--- config.mk ---
export PLATFORM = sky130hd
export DESIGN_NAME = vmon_fault_status
export DESIGN_NICKNAME = d
export VERILOG_FILES = /design/src/rtl/vmon_pkg.sv /design/src/rtl/vmon_sync.sv /design/src/rtl/vmon_deglitch.sv /design/src/rtl/vmon_flag.sv /design/src/rtl/vmon_fault_status.sv
export SDC_FILE = /design/constraint.sdc
export NUM_CORES = 1
export LEC_CHECK = 0
export ABC_AREA = 1
export BUFFER_PORTS_ARGS = -buffer_cell sky130_fd_sc_hd__buf_2
export CAP_MARGIN = 5
export CORE_MARGIN = 2
export CORE_UTILIZATION = 29
export DETAILED_ROUTE_END_ITERATION = 6
export PLACE_DENSITY_LB_ADDON = 0.1
export RECOVER_POWER = 25
export SYNTH_ARGS = -nofsm -noshare
export SYNTH_HDL_FRONTEND = slang
export SYNTH_HIERARCHICAL = 1
export SYNTH_SLANG_ARGS = --single-unit
--- constraint.sdc ---
create_clock -name clk -period 1.15 [get_ports clk]
set_input_delay 0.23 -clock clk [delete_from_list [all_inputs] [get_ports clk]]
set_output_delay 0.23 -clock clk [all_outputs]
set_load 0.1 [all_outputs]
--- src/rtl/vmon_pkg.sv ---
package vmon_pkg;
    typedef enum logic [1:0] {
        DG_GOOD  = 2'd0,
        DG_COUNT = 2'd1,
        DG_FAULT = 2'd2
    } dg_state_t;

    typedef enum logic [1:0] {
        SEL_UV   = 2'd0,
        SEL_OV   = 2'd1,
        SEL_OVP  = 2'd2,
        SEL_NONE = 2'd3
    } word_sel_t;

    localparam int NUM_KINDS = 3;
endpackage

--- src/rtl/vmon_sync.sv ---
module vmon_sync #(
    parameter int WIDTH = 4
) (
    input  logic             clk,
    input  logic             rst_n,
    input  logic [WIDTH-1:0] d_in,
    output logic [WIDTH-1:0] d_out
);
    logic [WIDTH-1:0] stage1;

    always_ff @(posedge clk or negedge rst_n) begin
        if (!rst_n) begin
            stage1 <= '0;
            d_out  <= '0;
        end else begin
            stage1 <= d_in;
            d_out  <= stage1;
        end
    end
endmodule

--- src/rtl/vmon_deglitch.sv ---
module vmon_deglitch
    import vmon_pkg::*;
#(
    parameter int unsigned LEN = 4,
    localparam int CW = $clog2(LEN + 1)
) (
    input  logic clk,
    input  logic rst_n,
    input  logic hold,
    input  logic fault_in,
    output logic qual
);
    dg_state_t       st, st_n;
    logic [CW-1:0]   cnt, cnt_n;

    // state register
    always_ff @(posedge clk or negedge rst_n) begin
        if (!rst_n) begin
            st  <= DG_GOOD;
            cnt <= '0;
        end else begin
            st  <= st_n;
            cnt <= cnt_n;
        end
    end

    // transitions
    always_comb begin
        st_n  = st;
        cnt_n = cnt;
        if (hold) begin
            st_n  = DG_GOOD;
            cnt_n = '0;
        end else begin
            unique case (st)
                DG_GOOD: begin
                    if (fault_in) begin
                        st_n  = DG_COUNT;
                        cnt_n = CW'(1);
                    end
                end
                DG_COUNT: begin
                    if (!fault_in) begin
                        st_n  = DG_GOOD;
                        cnt_n = '0;
                    end else if (cnt == CW'(LEN - 1)) begin
                        st_n  = DG_FAULT;
                        cnt_n = '0;
                    end else begin
                        cnt_n = cnt + CW'(1);
                    end
                end
                DG_FAULT: begin
                    if (!fault_in) st_n = DG_GOOD;
                end
                default: begin
                    st_n  = DG_GOOD;
                    cnt_n = '0;
                end
            endcase
        end
    end

    // outputs
    always_comb begin
        qual = (st == DG_FAULT);
    end

    // a good sample while counting sends the timer back to idle
    assert_restart_on_good_R10: assert property (@(posedge clk) disable iff (!rst_n)
        (st == DG_COUNT && !fault_in) |=> (st == DG_GOOD));

    // qualification only follows a faulty sample with no hold
    assert_qual_after_fault_R2: assert property (@(posedge clk) disable iff (!rst_n)
        $rose(qual) |-> ($past(fault_in) && !$past(hold)));
endmodule

--- src/rtl/vmon_flag.sv ---
module vmon_flag (
    input  logic clk,
    input  logic rst_n,
    input  logic ramp,
    input  logic qual,
    input  logic level,
    input  logic clr_req,
    output logic flag,
    output logic evt
);
    logic set_now;
    logic flag_n;

    always_comb begin
        set_now = qual && !ramp;
        if (ramp)                     flag_n = 1'b0;
        else if (set_now)             flag_n = 1'b1;
        else if (clr_req && !level)   flag_n = 1'b0;
        else                          flag_n = flag;
    end

    always_ff @(posedge clk or negedge rst_n) begin
        if (!rst_n) begin
            flag <= 1'b0;
            evt  <= 1'b0;
        end else begin
            flag <= flag_n;
            evt  <= set_now && !flag;
        end
    end

    // ramping forces the flag low at the next edge
    assert_ramp_forces_zero_R6: assert property (@(posedge clk) disable iff (!rst_n)
        ramp |=> !flag);

    // a present fault keeps a set flag through any read
    assert_keep_while_present_R4: assert property (@(posedge clk) disable iff (!rst_n)
        (flag && level && !ramp) |=> flag);

    // pulse lasts one cycle and coincides with a set flag
    assert_pulse_single_R9: assert property (@(posedge clk) disable iff (!rst_n)
        evt |=> !evt);
    assert_pulse_with_flag_R9: assert property (@(posedge clk) disable iff (!rst_n)
        evt |-> (flag && !$past(flag)));
endmodule

--- src/rtl/vmon_fault_status.sv ---
module vmon_fault_status
    import vmon_pkg::*;
#(
    parameter int NUM_RAILS = 4,
    parameter int unsigned DGL_UV  [NUM_RAILS] = '{12, 6, 6, 24},
    parameter int unsigned DGL_OV  [NUM_RAILS] = '{4, 6, 6, 3},
    parameter int unsigned DGL_OVP [NUM_RAILS] = '{5, 5, 5, 5}
) (
    input  logic                 clk,
    input  logic                 rst_n,
    input  logic                 mon_en,
    input  logic [NUM_RAILS-1:0] cmp_uv,
    input  logic [NUM_RAILS-1:0] cmp_ov,
    input  logic [NUM_RAILS-1:0] cmp_ovp,
    input  logic [NUM_RAILS-1:0] ramping,
    input  logic                 rd_strobe,
    input  logic [1:0]           rd_sel,
    output logic [NUM_RAILS-1:0] stat_uv,
    output logic [NUM_RAILS-1:0] stat_ov,
    output logic [NUM_RAILS-1:0] stat_ovp,
    output logic [NUM_RAILS-1:0] new_uv,
    output logic [NUM_RAILS-1:0] new_ov,
    output logic [NUM_RAILS-1:0] new_ovp
);
    localparam int NCH = NUM_KINDS * NUM_RAILS;

    logic [NUM_KINDS-1:0][NUM_RAILS-1:0] raw, lvl, flags, evts;
    logic [NUM_KINDS-1:0]                clr;

    assign raw = {cmp_ovp, cmp_ov, cmp_uv};

    vmon_sync #(.WIDTH(NCH)) u_sync (
        .clk   (clk),
        .rst_n (rst_n),
        .d_in  (raw),
        .d_out (lvl)
    );

    always_comb begin
        for (int k = 0; k < NUM_KINDS; k++) begin
            clr[k] = rd_strobe && (rd_sel == 2'(k));
        end
    end

    for (genvar k = 0; k < NUM_KINDS; k++) begin : g_kind
        for (genvar r = 0; r < NUM_RAILS; r++) begin : g_rail
            localparam int unsigned LEN = (k == 0) ? DGL_UV[r] :
                                          (k == 1) ? DGL_OV[r] : DGL_OVP[r];
            logic qual;

            vmon_deglitch #(.LEN(LEN)) u_dgl (
                .clk      (clk),
                .rst_n    (rst_n),
                .hold     (ramping[r] || !mon_en),
                .fault_in (lvl[k][r]),
                .qual     (qual)
            );

            vmon_flag u_flag (
                .clk     (clk),
                .rst_n   (rst_n),
                .ramp    (ramping[r]),
                .qual    (qual),
                .level   (lvl[k][r]),
                .clr_req (clr[k]),
                .flag    (flags[k][r]),
                .evt     (evts[k][r])
            );
        end
    end

    assign stat_uv  = flags[0];
    assign stat_ov  = flags[1];
    assign stat_ovp = flags[2];
    assign new_uv   = evts[0];
    assign new_ov   = evts[1];
    assign new_ovp  = evts[2];

    // with monitoring off for two cycles, no flag rises
    assert_no_set_when_idle_R7: assert property (@(posedge clk) disable iff (!rst_n)
        (!mon_en && !$past(mon_en)) |=> ((flags & ~$past(flags)) == '0));

    // a word that is not selected is never cleared by a read
    assert_unselected_kept_R5: assert property (@(posedge clk) disable iff (!rst_n)
        (rd_strobe && rd_sel == 2'(SEL_NONE) && ramping == '0) |=> ((~flags & $past(flags)) == '0));
endmodule

==> results of run 1 <==
[synthesized netlist by cell type, drive strengths merged]
cell,n,share of area
a21oi,16,0.014
inv,161,0.11
o21bai,2,0.0027
nand3,54,0.050
ha,11,0.025
nand2,261,0.18
nand4,17,0.019
dfrtp,110,0.49
or2,5,0.0056
nor2,99,0.080
nor3,8,0.0089
o21ai,15,0.014
[final timing paths]
path / startpoint / end / slack (ns) / depth (start not counted)
hold / removal: ramping[0] / g_kind[1].g_rail[0].u_flag/flag$_DFFE_PN0P_ / 0.25 / 5
min in group asynchronous: rst_n / g_kind[0].g_rail[3].u_dgl/cnt[0]$_DFFE_PN0P_ / 0.36 / 2
setup reg to reg: g_kind[0].g_rail[3].u_dgl/cnt[0]$_DFFE_PN0P_ / g_kind[0].g_rail[3].u_dgl/st[1]$_DFFE_PN0P_ / 0.05 / 6
hold reg to reg: u_sync/stage1[5]$_DFF_PN0_ / u_sync/d_out[5]$_DFF_PN0_ / 0.35 / 0
setup / recovery: g_kind[0].g_rail[2].u_flag/flag$_DFFE_PN0P_ / stat_uv[2] / -0.05 / 1
max in group asynchronous: rst_n / g_kind[0].g_rail[1].u_flag/flag$_DFFE_PN0P_ / 0.19 / 3
[routing by layer]
metal | GRT usage | part of all wire
met3 | 0.0322 | 0.027
met5 | 0 | 0
met1 | 0.152 | 0.45
met2 | 0.231 | 0.50
met4 | 0.0485 | 0.021
[sequential cells by signal, summed over array words and instances (netlist names)]
| register | cells |
|---|---|
| g_kind.g_rail.u_flag/flag | 12 |
| u_sync/d_out | 12 |
| u_sync/stage1 | 12 |
| g_kind.g_rail.u_dgl/cnt | 38 |
| g_kind.g_rail.u_dgl/st | 24 |
| g_kind.g_rail.u_flag/evt | 12 |
[power by group through the flow]
stage | Combinational (uW) | Clock (uW) | Sequential, uW
6_report | 752 | 3690 | 4070
5_1_grt | 865 | 4010 | 4080
4_1_cts | 725 | 3870 | 4060
3_5_place_dp | 686 | 0 | 4140
3_3_place_gp | 680 | 0 | 4140
2_1_floorplan | 319 | 0 | 4140
[cells in the final DEF (no fill, tap or decap), drive strengths merged]
| cell type | instances |
|---|---|
| nand2 | 261 |
| o21ai | 15 |
| bufinv | 3 |
| clkbuf | 12 |
| clkinvlp | 1 |
| nor2 | 99 |
| or2 | 5 |
| nand4 | 17 |
| a21oi | 16 |
| inv | 162 |
| o21bai | 2 |
| ha | 11 |
| buf | 103 |
| dlygate4sd3 | 13 |
| nor3 | 8 |
| nand3 | 54 |
| clkinv | 1 |
| dfrtp | 110 |
[layout make-up]
cell class | instances | area [sq um]
Clock buffer | 10 | 239
Clock inverter | 6 | 118
Fill cell | 1857 | 11200
Inverter | 161 | 604
Multi-Input combinational cell | 488 | 2410
Sequential cell | 110 | 2770
Tap cell | 260 | 325
Timing Repair Buffer | 118 | 1190
[cells by family (layout without fill, tap and decap cells)]
| family | count (synthesis) | after routing | share of synthesized area |
|---|---|---|---|
| simple gates | 444 | 444 | 0.346 |
| flops | 110 | 110 | 0.490 |
| fa+ha+maj | 11 | 11 | 0.0245 |
| compound gates | 33 | 33 | 0.0310 |
| buf+inv | 161 | 295 | 0.108 |
[through the flow]
stage	std cells	power (uW)	hold WS, ns
5_1_grt	1153	8960	0.265
2_1_floorplan	759	4460	-0.0656
6_report	1153	8500	0.255
3_3_place_gp	1101	4820	0.127
3_5_place_dp	1101	4820	0.124
4_1_cts	1139	8660	0.248
[worst register-to-register path, cell delays in order, from the launching register on]
cell and delay (ns):
dfrtp_1 0.40, ha_4 0.17, nand2_4 0.06, buf_4 0.13, nor2_2 0.11, nand4_1 0.10, nand2_1 0.07
[repair_timing]
| item | in CTS | in global routing |
|---|---|---|
| setup endpoints to repair | 30 | 49 |
| hold buffers | 13 | 0 |
| resized for setup | 3 | 54 |
| buffers inserted | 9 | 14 |
| pin swaps | 1 | 19 |
| endpoints found under the hold margin | 23 | 0 |
==> reports/metrics.yaml, run 1 <==
drt:
  wl_per_cell_um: 10.8
  dr.pass1.iters: 4
  vias_per_cell: 4.24
  drc: 0
  drt-total-wl_mm: 12.4
  dr_total_vias: 4884
  ant_nets: 0
  drt_iter0_markers: 247
global_route:
  antenna_found_initial: 0
  track_usage: 0.130
  overflow: 0
  grt_pass1_vias: 4789
  grt_pass1_wl_mm: 21.3
  grt_max_degree: 31
synth:
  synth_nets: 792
  yosysUniqueCellTypes: 22
  syn_avg_cell_area_sq_um: 7.40
  yosysSeqAreaShare: 0.490
  yosysWarnings: 6
  synth_area_sq_um: 5610
  synth_cells: 759
  synth_seq_cells: 110
clock_tree:
  tritoncts: "yes"
  clkTransAtPathRegs_ns: 0.08
  root_buffer: "clkbuf_16"
  cts_made_buffers: 9
  clock_sinks: 110
  cts_max_path_buffers: 2
  clock_latency_ns: 0.36
  cts_max_level: 3
floorplanning:
  die_w_um: 143
  num_rows: 50
  initial_core_util: 0.298
  die-area_sq_um: 20500
  coreArea_sq_um: 18800
  fp.dieH_um: 143
  io_pins: 46
power:
  clockPowerShare: 0.434
  p_switching_uw: 2020
  p_comb_frac: 0.088
  p_per_area_nw_per_um2: 1110
  swShare: 0.238
  internal-power_uw: 6480
  p_leak_uw: 0.00413
  ir_drop_mv: 0.663
  p_seq_frac: 0.478
setup_path:
  path_class: "flop to primary output"
  crit_fanout: 2
  start_kind: "flop"
  slowest_stage: "dfrtp_2"
  cp-end-kind: "primary output"
  crit_chain: "buf_12"
  path_delay_family: "flip-flops"
  max_stage_delay_ns: 0.44
  arrival_ns: 0.97
  worstPathRequired_ns: 0.92
  path_buf_inv: 1
placement:
  placed_area_sq_um: 6860
  hpwl_mm: 9.04
  place_congestion: 0.816
  pre_cts_slack_ns: -0.243
  portBuffers: 45
timing:
  finalHoldViolations: 0
  fin_skew_ns: 0.00583
  fmax_ghz: 0.832
  tightest_slew_ns: 0.474
  rsz0062_at_grt: "yes"
  layout_setup_ws_ns: -0.0525
  max_slew_margin: 0.684
  timing.final.crit_period_ns: 1.20
  period_share: 1.05
  fin_setup_tns_ns: -0.548
  slew_violations: 0
  finalSetupViolCount: 20
min_path:
  min_path_type: "input pin to flop"
finish:
  nets: 921
  final_util: 0.407
  n_antenna_cell: 0
  syn2layout_area_growth_pct: 36.6
  drive_gt1_frac: 0.262
  final_cell_area_sq_um: 7660
run_status:
  status: "complete, but fails checks"
  violations: "negative setup slack"
job:
  drv_cap: 0
(Power assumes the default switching activity.)
==> run 2: changes to the inputs <==
--- a/config.mk
+++ b/config.mk
@@ -6,8 +6,9 @@
 export NUM_CORES = 1
 export LEC_CHECK = 0
 export ABC_AREA = 1
-export BUFFER_PORTS_ARGS = -buffer_cell sky130_fd_sc_hd__buf_2
+export BUFFER_PORTS_ARGS = -buffer_cell sky130_fd_sc_hd__buf_4
 export CAP_MARGIN = 5
+export CORE_ASPECT_RATIO = 1.4
 export CORE_MARGIN = 2
 export CORE_UTILIZATION = 29
 export DETAILED_ROUTE_END_ITERATION = 6
==> run 2 against run 1 <==
Effect of this change:
- the flow still finishes with violations (negative setup slack)
- first-iteration DRC count down 18%
- global-route usage about the same
- non-clock buffer count down 10
- final area down 0.95%
- power down 4.9%
- utilization down 0.89 points
- combinational power up 2.8%
- largest power group unchanged
- sequential cell count unchanged
- via count down 0.25%
- critical path depth unchanged
==> reports/metrics.yaml, run 2 (synthesized netlist as in run 1, its figures left out) <==
run_status:
  status: "complete, but fails checks"
  violations: "negative setup slack"
global_route:
  overflow: 0  # unchanged
  track_usage: 0.131  # +0.000202
  grt_pass1_wl_mm: 21.5  # +1.3%
  grt_pass1_vias: 4917  # +2.7%
  grt_max_degree: 37  # +19%
  antenna_found_initial: 0  # unchanged
floorplanning:
  die-area_sq_um: 20500  # about the same
  coreArea_sq_um: 19100  # +1.3%
  num_rows: 60  # +20%
  fp.dieH_um: 169  # +18%
  initial_core_util: 0.294  # -0.00372
  die_w_um: 122  # -15%
  io_pins: 46  # unchanged
finish:
  syn2layout_area_growth_pct: 35.3
  final_cell_area_sq_um: 7590  # -0.95%
  nets: 911  # -1.1%
  final_common_cell: "nand2_1"
  drive_gt1_frac: 0.268  # +0.00637
  largest_register: "g_kind.g_rail.u_dgl/cnt"
  layout_common_cells: "231 x nand2_1, 143 x inv_1, 92 x dfrtp_1, 69 x nor2_1, 50 x buf_4"
  largest_reg_flops: 38  # unchanged
  reg.largest.list: "g_kind.g_rail.u_dgl/cnt x38, g_kind.g_rail.u_dgl/st x24"
  fill_cells: 1956  # +5.3%
  n_antenna_cell: 0  # unchanged
drt:
  drt-total-wl_mm: 12.5  # +0.64%
  dr_total_vias: 4872  # -0.25%
  vias_per_cell: 4.31  # +1.7%
  dr.pass1.iters: 4  # unchanged
  wl_met3_um: 355  # +5.7%
  wl_met2_mm: 6.43  # +3.4%
  met1Wirelength_mm: 5.48  # -2.5%
  top_layer: "met4"
  ant_nets: 0  # unchanged
  wl_per_cell_um: 11.1  # +2.6%
  drt_iter0_markers: 203  # -18%
  drc: 0  # unchanged
placement:
  placed_area_sq_um: 6600  # -3.7%
  pre_cts_slack_ns: -0.141  # +0.102 ns
  hpwl_mm: 9.07  # +0.29%
  place_congestion: 0.821  # +0.59%
  portBuffers: 45  # unchanged
timing:
  layout_setup_ws_ns: -0.0576  # -0.00506 ns
  slew_violations: 0  # unchanged
  period_share: 1.05  # +0.00440
  tightest_slew_ns: 0.439  # -0.0348 ns
  timing.final.crit_period_ns: 1.21  # +0.00506 ns
  fmax_ghz: 0.828  # -0.42%
  max_slew_margin: 0.707  # +0.0232
  finalSetupViolCount: 18  # -10%
  rsz0062_at_grt: "yes"
  fin_skew_ns: 0.00958  # +0.00376 ns
  whs_ns: 0.248  # -0.00693 ns
  finalHoldViolations: 0  # unchanged
setup_path:
  path_delay_family: "flip-flops"
  cp-end-kind: "primary output"
  rrSetupSlack_ns: 0.04  # about the same
  arrival_ns: 0.98  # about the same
  slowest_stage: "dfrtp_2"
  crit_fanout: 3  # +1
  path_class: "flop to primary output"
  worstPathRequired_ns: 0.92  # about the same
  start_kind: "flop"
  crit_chain: "buf_12"
  max_stage_delay_ns: 0.45  # about the same
  path_buf_inv: 1  # unchanged
clock_tree:
  cts_made_buffers: 9  # unchanged
  clock_sinks: 110  # unchanged
  cts_max_level: 3  # unchanged
  tritoncts: "yes"
  cts_max_path_buffers: 2  # unchanged
  root_buffer: "clkbuf_16"
  clkTransAtPathRegs_ns: 0.08  # about the same
  clock_latency_ns: 0.36  # about the same
power:
  p_leak_uw: 0.00406  # -1.7%
  ir_drop_mv: 0.677  # +2.2%
  p_per_area_nw_per_um2: 1070  # -4.0%
job:
  drv_cap: 0  # unchanged
min_path:
  min_path_type: "input pin to flop"
run 2: final timing paths:
kind                                                                    from                                      endpoint  depth (start not counted)
min in group asynchronous                                              rst_n  g_kind[0].g_rail[3].u_dgl/cnt[0]$_DFFE_PN0P_                          2
worst min-delay path                                              ramping[3]   g_kind[2].g_rail[3].u_flag/flag$_DFFE_PN0P_                          5
max in group asynchronous                                              rst_n   g_kind[1].g_rail[2].u_flag/flag$_DFFE_PN0P_                          3
worst min register to register                    u_sync/stage1[1]$_DFF_PN0_                     u_sync/d_out[1]$_DFF_PN0_                          0
worst max-delay path             g_kind[1].g_rail[1].u_flag/flag$_DFFE_PN0P_                                    stat_ov[1]                          1
worst max register to register  g_kind[0].g_rail[3].u_dgl/cnt[1]$_DFFE_PN0P_   g_kind[0].g_rail[3].u_dgl/st[1]$_DFFE_PN0P_                          6
run 2: what timing repair did:
item                                    4_1_cts  5_1_grt
buffers inserted                             11        2
endpoints found under the hold margin        34        0
endpoints found under the setup margin       27       52
resized for setup                            60       77
hold buffers                                 13        0
pin swaps                                     1       16
run 2: power by group:
| group | total, uW | internal [uW] | leakage (uW) | switching, uW |
|---|---|---|---|---|
| registers | 4070 | 3970 | 0.00143 | 99.2 |
| logic | 773 | 325 | 0.00248 | 449 |
| clock network | 3250 | 1720 | 0.000143 | 1530 |
run 2: layout make-up:
cell class | count | area (sq um) | area share
tap | 248 | 310 | 0.0409
sequential | 110 | 2780 | 0.366
inverter | 161 | 607 | 0.0799
timing repair buffer | 108 | 1130 | 0.148
multi-input combinational | 488 | 2470 | 0.325
clock inverter | 7 | 80.1 | 0.0105
clock buffer | 9 | 225 | 0.0297
run 2: through the flow:
stage	setup TNS, ns	utilization	cells	total power [uW]
after detailed placement	-4.39	0.346	1089	4840
after global routing	-1.43	0.398	1131	8540
after global placement	-3.81	0.346	1089	4840
after floorplan	0	-	759	4460
after CTS	-1.00	0.386	1129	8210
final	-0.509	0.398	1131	8090
run 2: layer usage:
layer | global-route usage | vias up
met5 | 0 | -
met4 | 0.0545 | 0
met3 | 0.0222 | 17
met2 | 0.234 | 61
met1 | 0.153 | 2276
li1 | - | 2518
